<file path="src/rtl/wdt_pkg.sv">
package wdt_pkg;
  localparam int unsigned REG_W  = 32;
  localparam int unsigned ADDR_W = 8;

  localparam logic [ADDR_W-1:0] OFS_COUNT  = 8'h00;
  localparam logic [ADDR_W-1:0] OFS_MATCH0 = 8'h08;
  localparam logic [ADDR_W-1:0] OFS_IRQ_EN = 8'h24;
  localparam logic [ADDR_W-1:0] OFS_ARM    = 8'h28;
  localparam logic [ADDR_W-1:0] OFS_LATCH  = 8'h30;
  localparam logic [ADDR_W-1:0] OFS_SNAP   = 8'h34;

  // byte offset of compare slot idx (4-byte stride)
  function automatic logic [ADDR_W-1:0] match_ofs(input int unsigned idx);
    return OFS_MATCH0 + ADDR_W'(idx * 4);
  endfunction

  typedef struct packed {
    logic              wr;
    logic              rd;
    logic [ADDR_W-1:0] addr;
    logic [REG_W-1:0]  wdata;
  } bus_req_t;
endpackage

</file>
<file path="src/rtl/wdt_tick_counter.sv">
module wdt_tick_counter
  import wdt_pkg::*;
#(
  parameter int unsigned      CLKS_PER_TICK = 50,
  parameter logic [REG_W-1:0] CNT_RESET_VAL = '0
) (
  input  logic             clk,
  input  logic             rst_n,
  output logic             tick,
  output logic [REG_W-1:0] count
);

  logic [REG_W-1:0] count_q;
  logic [REG_W-1:0] count_d;

  generate
    if (CLKS_PER_TICK <= 1) begin : g_direct
      assign tick = 1'b1;
    end else begin : g_prescale
      localparam int unsigned     PRE_W    = $clog2(CLKS_PER_TICK);
      localparam logic [PRE_W-1:0] PRE_LAST = PRE_W'(CLKS_PER_TICK - 1);
      logic [PRE_W-1:0] pre_q;
      logic [PRE_W-1:0] pre_d;

      always_comb begin
        if (pre_q == PRE_LAST) pre_d = '0;
        else                   pre_d = pre_q + PRE_W'(1);
      end

      always_ff @(posedge clk or negedge rst_n) begin
        if (!rst_n) pre_q <= '0;
        else        pre_q <= pre_d;
      end

      assign tick = (pre_q == PRE_LAST);
    end
  endgenerate

  // counter advances on the last core clock of each tick period
  always_comb count_d = count_q + REG_W'(1);

  always_ff @(posedge clk or negedge rst_n) begin
    if (!rst_n)    count_q <= CNT_RESET_VAL;
    else if (tick) count_q <= count_d;
  end

  assign count = count_q;

endmodule

</file>
<file path="src/rtl/wdt_regs.sv">
module wdt_regs
  import wdt_pkg::*;
#(
  parameter int unsigned NUM_MATCH = 6,
  parameter int unsigned WDT_CH    = 5
) (
  input  logic             clk,
  input  logic             rst_n,
  input  bus_req_t         req,
  input  logic [REG_W-1:0] count,
  output logic [REG_W-1:0] rdata,
  output logic [REG_W-1:0] match_wdt,
  output logic             wdt_chan_en,
  output logic             wdt_arm_en
);

  localparam int unsigned PAD_W = REG_W - NUM_MATCH;

  logic [REG_W-1:0]     match_q [NUM_MATCH];
  logic [NUM_MATCH-1:0] irq_en_q, irq_en_d;
  logic                 arm_q, arm_d;
  logic [REG_W-1:0]     snap_q, snap_d;
  logic                 irq_wr, arm_wr, latch_wr;
  logic [REG_W-1:0]     rd_val;

  assign irq_wr   = req.wr && (req.addr == OFS_IRQ_EN);
  assign arm_wr   = req.wr && (req.addr == OFS_ARM);
  assign latch_wr = req.wr && (req.addr == OFS_LATCH) && req.wdata[0];

  // compare slot bank
  generate
    for (genvar i = 0; i < NUM_MATCH; i++) begin : g_slot
      logic             slot_wr;
      logic [REG_W-1:0] slot_d;

      assign slot_wr = req.wr && (req.addr == match_ofs(i));

      always_comb slot_d = req.wdata;

      always_ff @(posedge clk or negedge rst_n) begin
        if (!rst_n)       match_q[i] <= '0;
        else if (slot_wr) match_q[i] <= slot_d;
      end
    end
  endgenerate

  // control and capture next state
  always_comb begin
    irq_en_d = req.wdata[NUM_MATCH-1:0];
    arm_d    = req.wdata[0];
    snap_d   = count;
  end

  always_ff @(posedge clk or negedge rst_n) begin
    if (!rst_n)      irq_en_q <= '0;
    else if (irq_wr) irq_en_q <= irq_en_d;
  end

  always_ff @(posedge clk or negedge rst_n) begin
    if (!rst_n)      arm_q <= 1'b0;
    else if (arm_wr) arm_q <= arm_d;
  end

  always_ff @(posedge clk or negedge rst_n) begin
    if (!rst_n)        snap_q <= '0;
    else if (latch_wr) snap_q <= snap_d;
  end

  // read mux
  always_comb begin
    rd_val = '0;
    unique case (req.addr)
      OFS_COUNT:  rd_val = count;
      OFS_IRQ_EN: rd_val = {{PAD_W{1'b0}}, irq_en_q};
      OFS_ARM:    rd_val = {{(REG_W-1){1'b0}}, arm_q};
      OFS_SNAP:   rd_val = snap_q;
      default:    rd_val = '0;
    endcase
    for (int i = 0; i < NUM_MATCH; i++) begin
      if (req.addr == match_ofs(i)) rd_val = match_q[i];
    end
  end

  assign rdata       = req.rd ? rd_val : '0;
  assign match_wdt   = match_q[WDT_CH];
  assign wdt_chan_en = irq_en_q[WDT_CH];
  assign wdt_arm_en  = arm_q;

endmodule

</file>
<file path="src/rtl/wdt_trigger.sv">
module wdt_trigger
  import wdt_pkg::*;
(
  input  logic             clk,
  input  logic             rst_n,
  input  logic             tick,
  input  logic [REG_W-1:0] count,
  input  logic [REG_W-1:0] match_val,
  input  logic             chan_en,
  input  logic             arm_en,
  output logic             rst_req,
  output logic             fired
);

  logic [REG_W-1:0] count_next;
  logic             hit;
  logic             req_d, fired_d;
  logic             req_q, fired_q;

  // hit is registered on the same edge that moves the counter onto the match
  always_comb begin
    count_next = count + REG_W'(1);
    hit        = tick && chan_en && arm_en && (count_next == match_val);
    req_d      = hit;
    fired_d    = fired_q || hit;
  end

  always_ff @(posedge clk or negedge rst_n) begin
    if (!rst_n) begin
      req_q   <= 1'b0;
      fired_q <= 1'b0;
    end else begin
      req_q   <= req_d;
      fired_q <= fired_d;
    end
  end

  assign rst_req = req_q;
  assign fired   = fired_q;

endmodule

</file>
<file path="src/rtl/wdt_match_timer.sv">
module wdt_match_timer
  import wdt_pkg::*;
#(
  parameter int unsigned      CLKS_PER_TICK = 50,
  parameter int unsigned      NUM_MATCH     = 6,
  parameter int unsigned      WDT_CH        = 5,
  parameter logic [REG_W-1:0] CNT_RESET_VAL = '0
) (
  input  logic        clk,
  input  logic        rst_n,
  input  logic        bus_sel,
  input  logic        bus_wr,
  input  logic [7:0]  bus_addr,
  input  logic [31:0] bus_wdata,
  output logic [31:0] bus_rdata,
  output logic        wdt_rst_req,
  output logic        wdt_fired
);

  logic [1:0]       rst_sync_q;
  logic             rst_core_n;
  logic             tick;
  logic [REG_W-1:0] cnt_val;
  logic [REG_W-1:0] match_wdt;
  logic             wdt_chan_en;
  logic             wdt_arm_en;
  bus_req_t         req;

  // asynchronous assert, synchronous release
  always_ff @(posedge clk or negedge rst_n) begin
    if (!rst_n) rst_sync_q <= '0;
    else        rst_sync_q <= {rst_sync_q[0], 1'b1};
  end
  assign rst_core_n = rst_sync_q[1];

  always_comb begin
    req.wr    = bus_sel && bus_wr;
    req.rd    = bus_sel && !bus_wr;
    req.addr  = bus_addr;
    req.wdata = bus_wdata;
  end

  wdt_tick_counter #(
    .CLKS_PER_TICK (CLKS_PER_TICK),
    .CNT_RESET_VAL (CNT_RESET_VAL)
  ) u_cnt (
    .clk   (clk),
    .rst_n (rst_core_n),
    .tick  (tick),
    .count (cnt_val)
  );

  wdt_regs #(
    .NUM_MATCH (NUM_MATCH),
    .WDT_CH    (WDT_CH)
  ) u_regs (
    .clk         (clk),
    .rst_n       (rst_core_n),
    .req         (req),
    .count       (cnt_val),
    .rdata       (bus_rdata),
    .match_wdt   (match_wdt),
    .wdt_chan_en (wdt_chan_en),
    .wdt_arm_en  (wdt_arm_en)
  );

  wdt_trigger u_trig (
    .clk       (clk),
    .rst_n     (rst_core_n),
    .tick      (tick),
    .count     (cnt_val),
    .match_val (match_wdt),
    .chan_en   (wdt_chan_en),
    .arm_en    (wdt_arm_en),
    .rst_req   (wdt_rst_req),
    .fired     (wdt_fired)
  );

endmodule

</file>
<file path="config.mk">
export PLATFORM = sky130hd
export DESIGN_NAME = wdt_match_timer
export DESIGN_NICKNAME = d
export VERILOG_FILES = /design/src/rtl/wdt_pkg.sv /design/src/rtl/wdt_tick_counter.sv /design/src/rtl/wdt_regs.sv /design/src/rtl/wdt_trigger.sv /design/src/rtl/wdt_match_timer.sv
export SDC_FILE = /design/constraint.sdc
export NUM_CORES = 1
export LEC_CHECK = 0
export ABC_AREA = 1
export BUFFER_PORTS_ARGS = -buffer_cell sky130_fd_sc_hd__buf_2
export CAP_MARGIN = 20
export CORE_ASPECT_RATIO = 0.7
export CORE_MARGIN = 2
export CORE_UTILIZATION = 40
export CTS_CLUSTER_DIAMETER = 50
export DETAILED_ROUTE_END_ITERATION = 8
export PLACE_DENSITY = 0.66
export SYNTH_ARGS = -nofsm -noshare
export SYNTH_HDL_FRONTEND = slang
export SYNTH_SLANG_ARGS = --single-unit
</file>
<file path="constraint.sdc">
create_clock -name clk -period 9.62 [get_ports clk]
set_input_delay 0.481 -clock clk [delete_from_list [all_inputs] [get_ports clk]]
set_output_delay 0.481 -clock clk [all_outputs]
set_load 0.03 [all_outputs]
</file>
==> results.tsv, run 1 <==
stage	metric	value	unit
min_path	Min-Delay Endpoint	u_regs.irq_en_q[1]	
synthesis	top cells by count, synth	572 x nand2_1, 277 x o21ai_0, 273 x dfrtp_1	
timing	setup TNS	0	ps
clocking	Post-CTS Hold Fix Bufs	1	
global_routing	first-pass GRT wire length	64.1	mm
timing	RSZ-0062 raised after global routing	false	
global_routing	total gr overflow	0	
clocking	Clock Latency Late Sink	560	ps
synthesis	gate count of the mapped netlist	1738	
power	Total Power	0.00243	W
clocking	Num Clock Sinks	273	
final_layout	fill count	3268	
final_layout	Ant. Diodes	0	
clocking	Reg clk slew, reported paths	60	ps
timing	Fmax achieved	0.312	GHz
timing	clock skew	14.1	ps
floorplan	Initial Util	0.404	
worst_setup_path	cell count along the critical path	12	
final_layout	Area growth syn-to-layout	13.2	%
placement	Inst Count DP	2188	
floorplan	Die Wd	224	um
worst_setup_path	CP max-delay cell	and2_2	
worst_setup_path	crit end category	primary output	
worst_setup_path	worst path required time	9140	ps
placement	DPL Wire Length	27.1	mm
route	DRC	0	
timing	worst slew pin tran	978	ps
synthesis	Syn Nets	1785	
worst_setup_path	RR Startpoint	u_cnt.count[0]	
timing	Hold Violations, Final	0	
final_layout	share of cells above drive strength 1	0.102	
clocking	CTS Root Cell	clkbuf_16	
worst_setup_path	Crit Path Class	primary input to primary output	
synthesis	Post-synth EDFFs	0	
worst_setup_path	R2R depth	12	
min_path	hold path depth	3	
route	Via density	5.37	
clocking	PostCTS Resize Cnt	0	
worst_setup_path	worst path buffer plus inverter count	4	
timing	Final Slew Violations	0	
final_layout	Final Util	0.458	
timing	max_slew headroom	0.348	
floorplan	Die H	158	um
timing	setup-violating endpoint count in the final report	0	
clocking	CTS tree	done	
run_status	outcome	finished, final reports clean	
route	total routed wirelength	39.9	mm
worst_setup_path	arrival time worst endpoint	2730	ps
synthesis	synth top area cells	dfrtp_1 51%, nand2_1 16%, o21ai_0 10%	
min_path	HP Start	bus_wdata[1]	
power	leakage	7.25	nW
synthesis	post-synthesis sequential area ratio	0.505	
clocking	CTS H-tree depth	1	
worst_setup_path	RR Endpoint	u_trig.fired	
final_layout	fin cells	2245	
worst_setup_path	top cell family by delay on the critical path	simple AND/OR/NAND/NOR gates	
final_layout	post-layout net count	1834	
floorplan	DIE AREA	0.0353	mm2
worst_setup_path	CP cell instances	buf_2 -> inv_1 -> nand2_1 -> nor3_2 -> and2_2 -> a21oi_1 -> nand2_1 -> o21ai_0 -> nand4_1 -> nand3_1 -> inv_1 -> buf_2	
global_routing	vias in the first global route	11300	
worst_setup_path	R2R setup slack	6700	ps
floorplan	core area	0.0334	mm2
route	wire per inst	17.8	um
floorplan	I/O pin total	78	
synthesis	most common cell in the netlist	nand2_1	
placement	Port-buffer cells	77	
synthesis	Post-synth ARST share	1.00	
synthesis	post-synth top area share	0.505	
floorplan	Rows	56	
synthesis	Synth Flop Type	dfrtp_1	
global_routing	largest net degree at the start of global routing	83	
worst_setup_path	worst setup path start	bus_addr[0]	
run	MaxCap Viol Count	0	
route	vias	12100	
route	post-route ant nets	0	
worst_setup_path	startpoint type of the worst setup path	primary input	
min_path	worst hold path type	primary input to flop	
synthesis	yosys warns	0	
synthesis	biggest area consumer among synthesized cells	dfrtp_1	
synthesis	Mapped Avg Cell Area	7.78	um2
global_routing	initial antenna violation count	0	
synthesis	Seq cells post-synth	273	
route	Initial DRC Count	1221	
power	Cell Pwr Density	159	mW/mm2
clocking	CTS buffer count	30	
clocking	Max Root-Sink Buffers	3	
route	DR pass1 iterations	7	
global_routing	GRT Util Overall	0.230	
worst_setup_path	crit-path max FO	32	
synthesis	post-synthesis cell area	0.0135	mm2
placement	GPL Wtd Cong	0.941	
timing	Final period util	0.334	
synthesis	number of library cell types mapped by synthesis	39	
worst_setup_path	Worst path max stage delay	760	ps
power	largest vdd supply drop	0.148	mV
clocking	postcts setup bufs	0	
timing	Final min period	3210	ps
per-layer routing:
metal,track usage,routed length (um),vias to the layer above,share of wire
met5,0,0,-,0
met2,0.352,17100,406,0.43
met4,0.0483,780,0,0.020
li1,-,-,5795,-
met3,0.0317,2680,55,0.067
met1,0.347,19300,5806,0.48
power breakdown:
part / internal (W) / total [W] / switching, W
Sequential: 0.00117 / 0.00119 / 0.0000196
Combinational: 0.0000262 / 0.0000886 / 0.0000624
Clock: 0.000670 / 0.00115 / 0.000478
Total: 0.00187 / 0.00243 / 0.000560
worst reg2reg max path, delay by kind of cell (launching register included):
kind | cells | cell delay (ps)
xor gates and xnor gates | 1 | 170
and+or+nand+nor | 8 | 1160
AOI/OAI and AO/OA | 2 | 390
DFF | 1 | 680
adders and majority gates | 1 | 460
registers in the layout, indices dropped and copies added (netlist names):
name and cells:
u_regs.match_wdt 32, u_regs.snap_q 32, u_regs.irq_en_q 6, u_regs.match_q 160, u_cnt.count 32, u_regs.wdt_arm_en 1, u_trig.rst_req 1, u_cnt.g_prescale.pre_q 6
rst_sync_q 2, u_trig.fired 1
worst max-delay path by stage:
stage | end | slack, ps
after detailed placement | bus_rdata[0] | 6480
final | bus_rdata[4] | 6410
after global placement | bus_rdata[0] | 6520
after CTS | bus_rdata[4] | 6470
after global routing | bus_rdata[4] | 6250
after floorplan | u_cnt.count[0] | 1450
layout make-up:
cell class / count / area, um2 / share of cell area
clock inverters: 11 / 121 / 0.00793
inverters: 161 / 604 / 0.0395
well taps: 435 / 544 / 0.0356
multi-input cells: 1221 / 5770 / 0.377
clock buffers: 44 / 855 / 0.0558
flip-flops and latches: 273 / 6840 / 0.447
repair buffers: 100 / 581 / 0.0379
cell usage in the layout, fill, tap and decap left out, drive strengths merged, types with 3 or more instances in the layout:
cell and n:
o2111ai 21, o211ai 28, nor3 15, buf 99, xor2 7, nand3b 8, nand4 19, nand2 574
clkinv 8, clkbuf 44, o21ai 279, xnor2 5, a21oi 74, ha 3, dfrtp 273, nor2 83
inv 161, nand3 87, o22ai 5, xnor3 3
through the flow:
stage | setup WS [ps] | hold slack [ps] | area, um2
6_report | 6410 | 194 | 15300
3_3_place_gp | 6520 | 265 | 14300
2_1_floorplan | 1450 | 185 | 13500
4_1_cts | 6470 | 185 | 15300
3_5_place_dp | 6480 | 268 | 14300
5_1_grt | 6250 | 210 | 15300
logic make-up (layout without fill, tap and decap cells):
family / after synthesis / in the layout / synth area share
flip-flops: 273 / 273 / 0.505
AO/OA/AOI/OAI: 411 / 411 / 0.164
XOR/XNOR: 15 / 15 / 0.0128
buffers and inverters: 244 / 316 / 0.0695
other: 1 / 1 / 0.000277
adder cells (fa/ha/maj): 3 / 3 / 0.00278
AND/OR/NAND/NOR: 791 / 791 / 0.245
Power figures use the tool's default switching activity.
==> run 2, diff against run 1 <==
--- a/config.mk
+++ b/config.mk
@@ -13,7 +13,7 @@
 export CORE_UTILIZATION = 40
 export CTS_CLUSTER_DIAMETER = 50
 export DETAILED_ROUTE_END_ITERATION = 8
-export PLACE_DENSITY = 0.66
+export PLACE_DENSITY = 0.68
 export SYNTH_ARGS = -nofsm -noshare
 export SYNTH_HDL_FRONTEND = slang
 export SYNTH_SLANG_ARGS = --single-unit
==> constraint.sdc (replaced) <==
create_clock -name clk -period 2.7 [get_ports clk]
set_input_delay 0.135 -clock clk [delete_from_list [all_inputs] [get_ports clk]]
set_output_delay 0.135 -clock clk [all_outputs]
set_load 0.03 [all_outputs]
==> run 2 against run 1 <==
Net effect:
- routed wire length increased by 7.5%
- setup slack lost 6300 ps
- first-iteration DRC count is 13% higher
- critical endpoint is now bus_rdata[12]
- highest routed layer unchanged
==> results.tsv, run 2 (same netlist as run 1, synthesis figures left out) <==
stage	metric	value	unit
timing	Final period util	0.970	
timing	Fmax achieved	0.382	GHz
clocking	Clock Latency Late Sink	590	ps
final_layout	cell area after layout	0.0160	mm2
floorplan	core area	0.0334	mm2
timing	Final min period	2620	ps
run	MaxCap Viol Count	0	
final_layout	post-layout net count	1893	
clocking	CTS Root Cell	clkbuf_16	
worst_setup_path	worst path required time	2570	ps
clocking	CTS buffer count	31	
final_layout	fin cells	2306	
final_layout	share of cells above drive strength 1	0.112	
global_routing	vias in the first global route	11900	
final_layout	Area growth syn-to-layout	18.5	%
power	largest vdd supply drop	0.540	mV
floorplan	I/O pin total	78	
worst_setup_path	crit end category	primary output	
route	vias	12300	
final_layout	commonest non-fill, non-tap cell in the layout	nand2_1	
worst_setup_path	arrival time worst endpoint	2480	ps
route	wire per inst	18.6	um
clocking	Reg clk slew, reported paths	60	ps
final_layout	Ant. Diodes	0	
placement	DP Area	0.0146	mm2
route	met2 routed WL	18.7	mm
run_status	outcome	finished, final reports clean	
placement	Inst Count DP	2210	
timing	Hold Violations, Final	0	
worst_setup_path	R2R setup slack	200	ps
power	leakage	7.57	nW
timing	clock skew	22.1	ps
placement	worst slack, placed	328	ps
route	DR WL met3	3.27	mm
route	metal1 wirelength	20.3	mm
placement	DPL Wire Length	29.1	mm
worst_setup_path	RR Startpoint	u_cnt.count[0]	
timing	Final Slew Violations	0	
timing	max_slew headroom	0.450	
worst_setup_path	startpoint type of the worst setup path	primary input	
power	Cell Pwr Density	551	mW/mm2
floorplan	Rows	56	
route	Via density	5.35	
min_path	hold path depth	3	
min_path	HP Start	bus_wdata[0]	
placement	Port-buffer cells	77	
global_routing	GRT Util Overall	0.247	
worst_setup_path	R2R depth	12	
floorplan	Initial Util	0.404	
global_routing	initial antenna violation count	0	
route	post-route ant nets	0	
worst_setup_path	crit-path max FO	17	
route	Initial DRC Count	1377	
final_layout	fill count	3176	
timing	hold slack	10.6	ps
route	top routing layer in use	met4	
floorplan	Die H	158	um
min_path	Min-Delay Endpoint	u_regs.match_wdt[0]	
clocking	Num Clock Sinks	273	
power	Total Power	0.00883	W
placement	GPL Wtd Cong	0.985	
timing	setup-violating endpoint count in the final report	0	
clocking	CTS H-tree depth	1	
worst_setup_path	Crit Path Class	primary input to primary output	
min_path	worst hold path type	primary input to flop	
floorplan	Die Wd	224	um
global_routing	first-pass GRT wire length	68.1	mm
timing	PnR worst setup slack	81.7	ps
clocking	CTS tree	done	
route	DRC	0	
clocking	Max Root-Sink Buffers	3	
route	DR pass1 iterations	5	
global_routing	largest net degree at the start of global routing	93	
final_layout	highest-count cells in the layout ignoring fill and taps	566 x nand2_1, 277 x o21ai_0, 272 x dfrtp_1	
final_layout	Top reg by flops	u_regs.match_q	
timing	worst slew pin tran	821	ps
global_routing	total gr overflow	0	
final_layout	Largest register FFs	160	
route	total routed wirelength	42.9	mm
worst_setup_path	RR Endpoint	u_trig.fired	
floorplan	DIE AREA	0.0353	mm2
run 2: cell count changes in the layout (fill, tap and decap cells not counted), sizes merged:
cell	before	now
clkinvlp	1	2
bufinv	2	1
buf	99	121
clkbuf	44	50
clkinv	8	5
dlygate4sd3	1	36
inv	161	162
run 2: stage by stage:
step	setup TNS (ps)	utilization
after floorplan	-8280	-
after global placement	0	0.436
after detailed placement	0	0.436
after CTS	0	0.478
after global routing	-65.6	0.479
final	0	0.479
run 2: area by class of cell:
type / instances / area (um2) / area share
flip-flops and latches: 273 / 6840 / 0.427
multi-input cells: 1221 / 5780 / 0.361
repair buffers: 158 / 1240 / 0.0773
clock buffers: 49 / 923 / 0.0576
inverters: 161 / 604 / 0.0377
well taps: 435 / 544 / 0.0340
clock inverters: 9 / 97.6 / 0.00609
run 2: what timing repair did:
item / 4_1_cts / 5_1_grt
setup buffers: 0 / 1
gates resized for setup: 0 / 2
hold buffers: 36 / 0
hold endpoints to repair: 189 / 0
endpoints found under the setup margin: 0 / 5
run 2: worst max path at each step:
stage / from / to / slack (ps)
6_report: bus_addr[2] / bus_rdata[12] / 80
5_1_grt: bus_addr[2] / bus_rdata[12] / -30
4_1_cts: bus_addr[2] / bus_rdata[12] / 100
3_5_place_dp: u_cnt.count[0] / u_trig.fired / 330
3_3_place_gp: u_cnt.count[0] / u_trig.fired / 260
2_1_floorplan: rst_sync_q[1] / u_cnt.count[0] / -30
run 2: worst max-delay path, stage by stage:
cell           delay [ps]
buf_2                 110
dlygate4sd3_1         590
nor3_4                230
inv_1                 140
nor2_4                200
buf_12                200
nand2_1                70
o2111ai_1             100
a21oi_1                80
nand3_1                90
o211ai_1              200
inv_1                 120
buf_2                 200
run 2: metal layers:
metal  track usage  up-vias
met2         0.374      478
met3        0.0431       51
met1         0.371     5902
li1              -     5907
met5             0        -
met4        0.0492        0
run 2: power breakdown:
group          switching [W]  leakage [nW]  internal, W
clock                0.00176         0.496      0.00245
combinational       0.000243          3.32     0.000135
sequential         0.0000656          3.75      0.00418
total                0.00207          7.57      0.00676
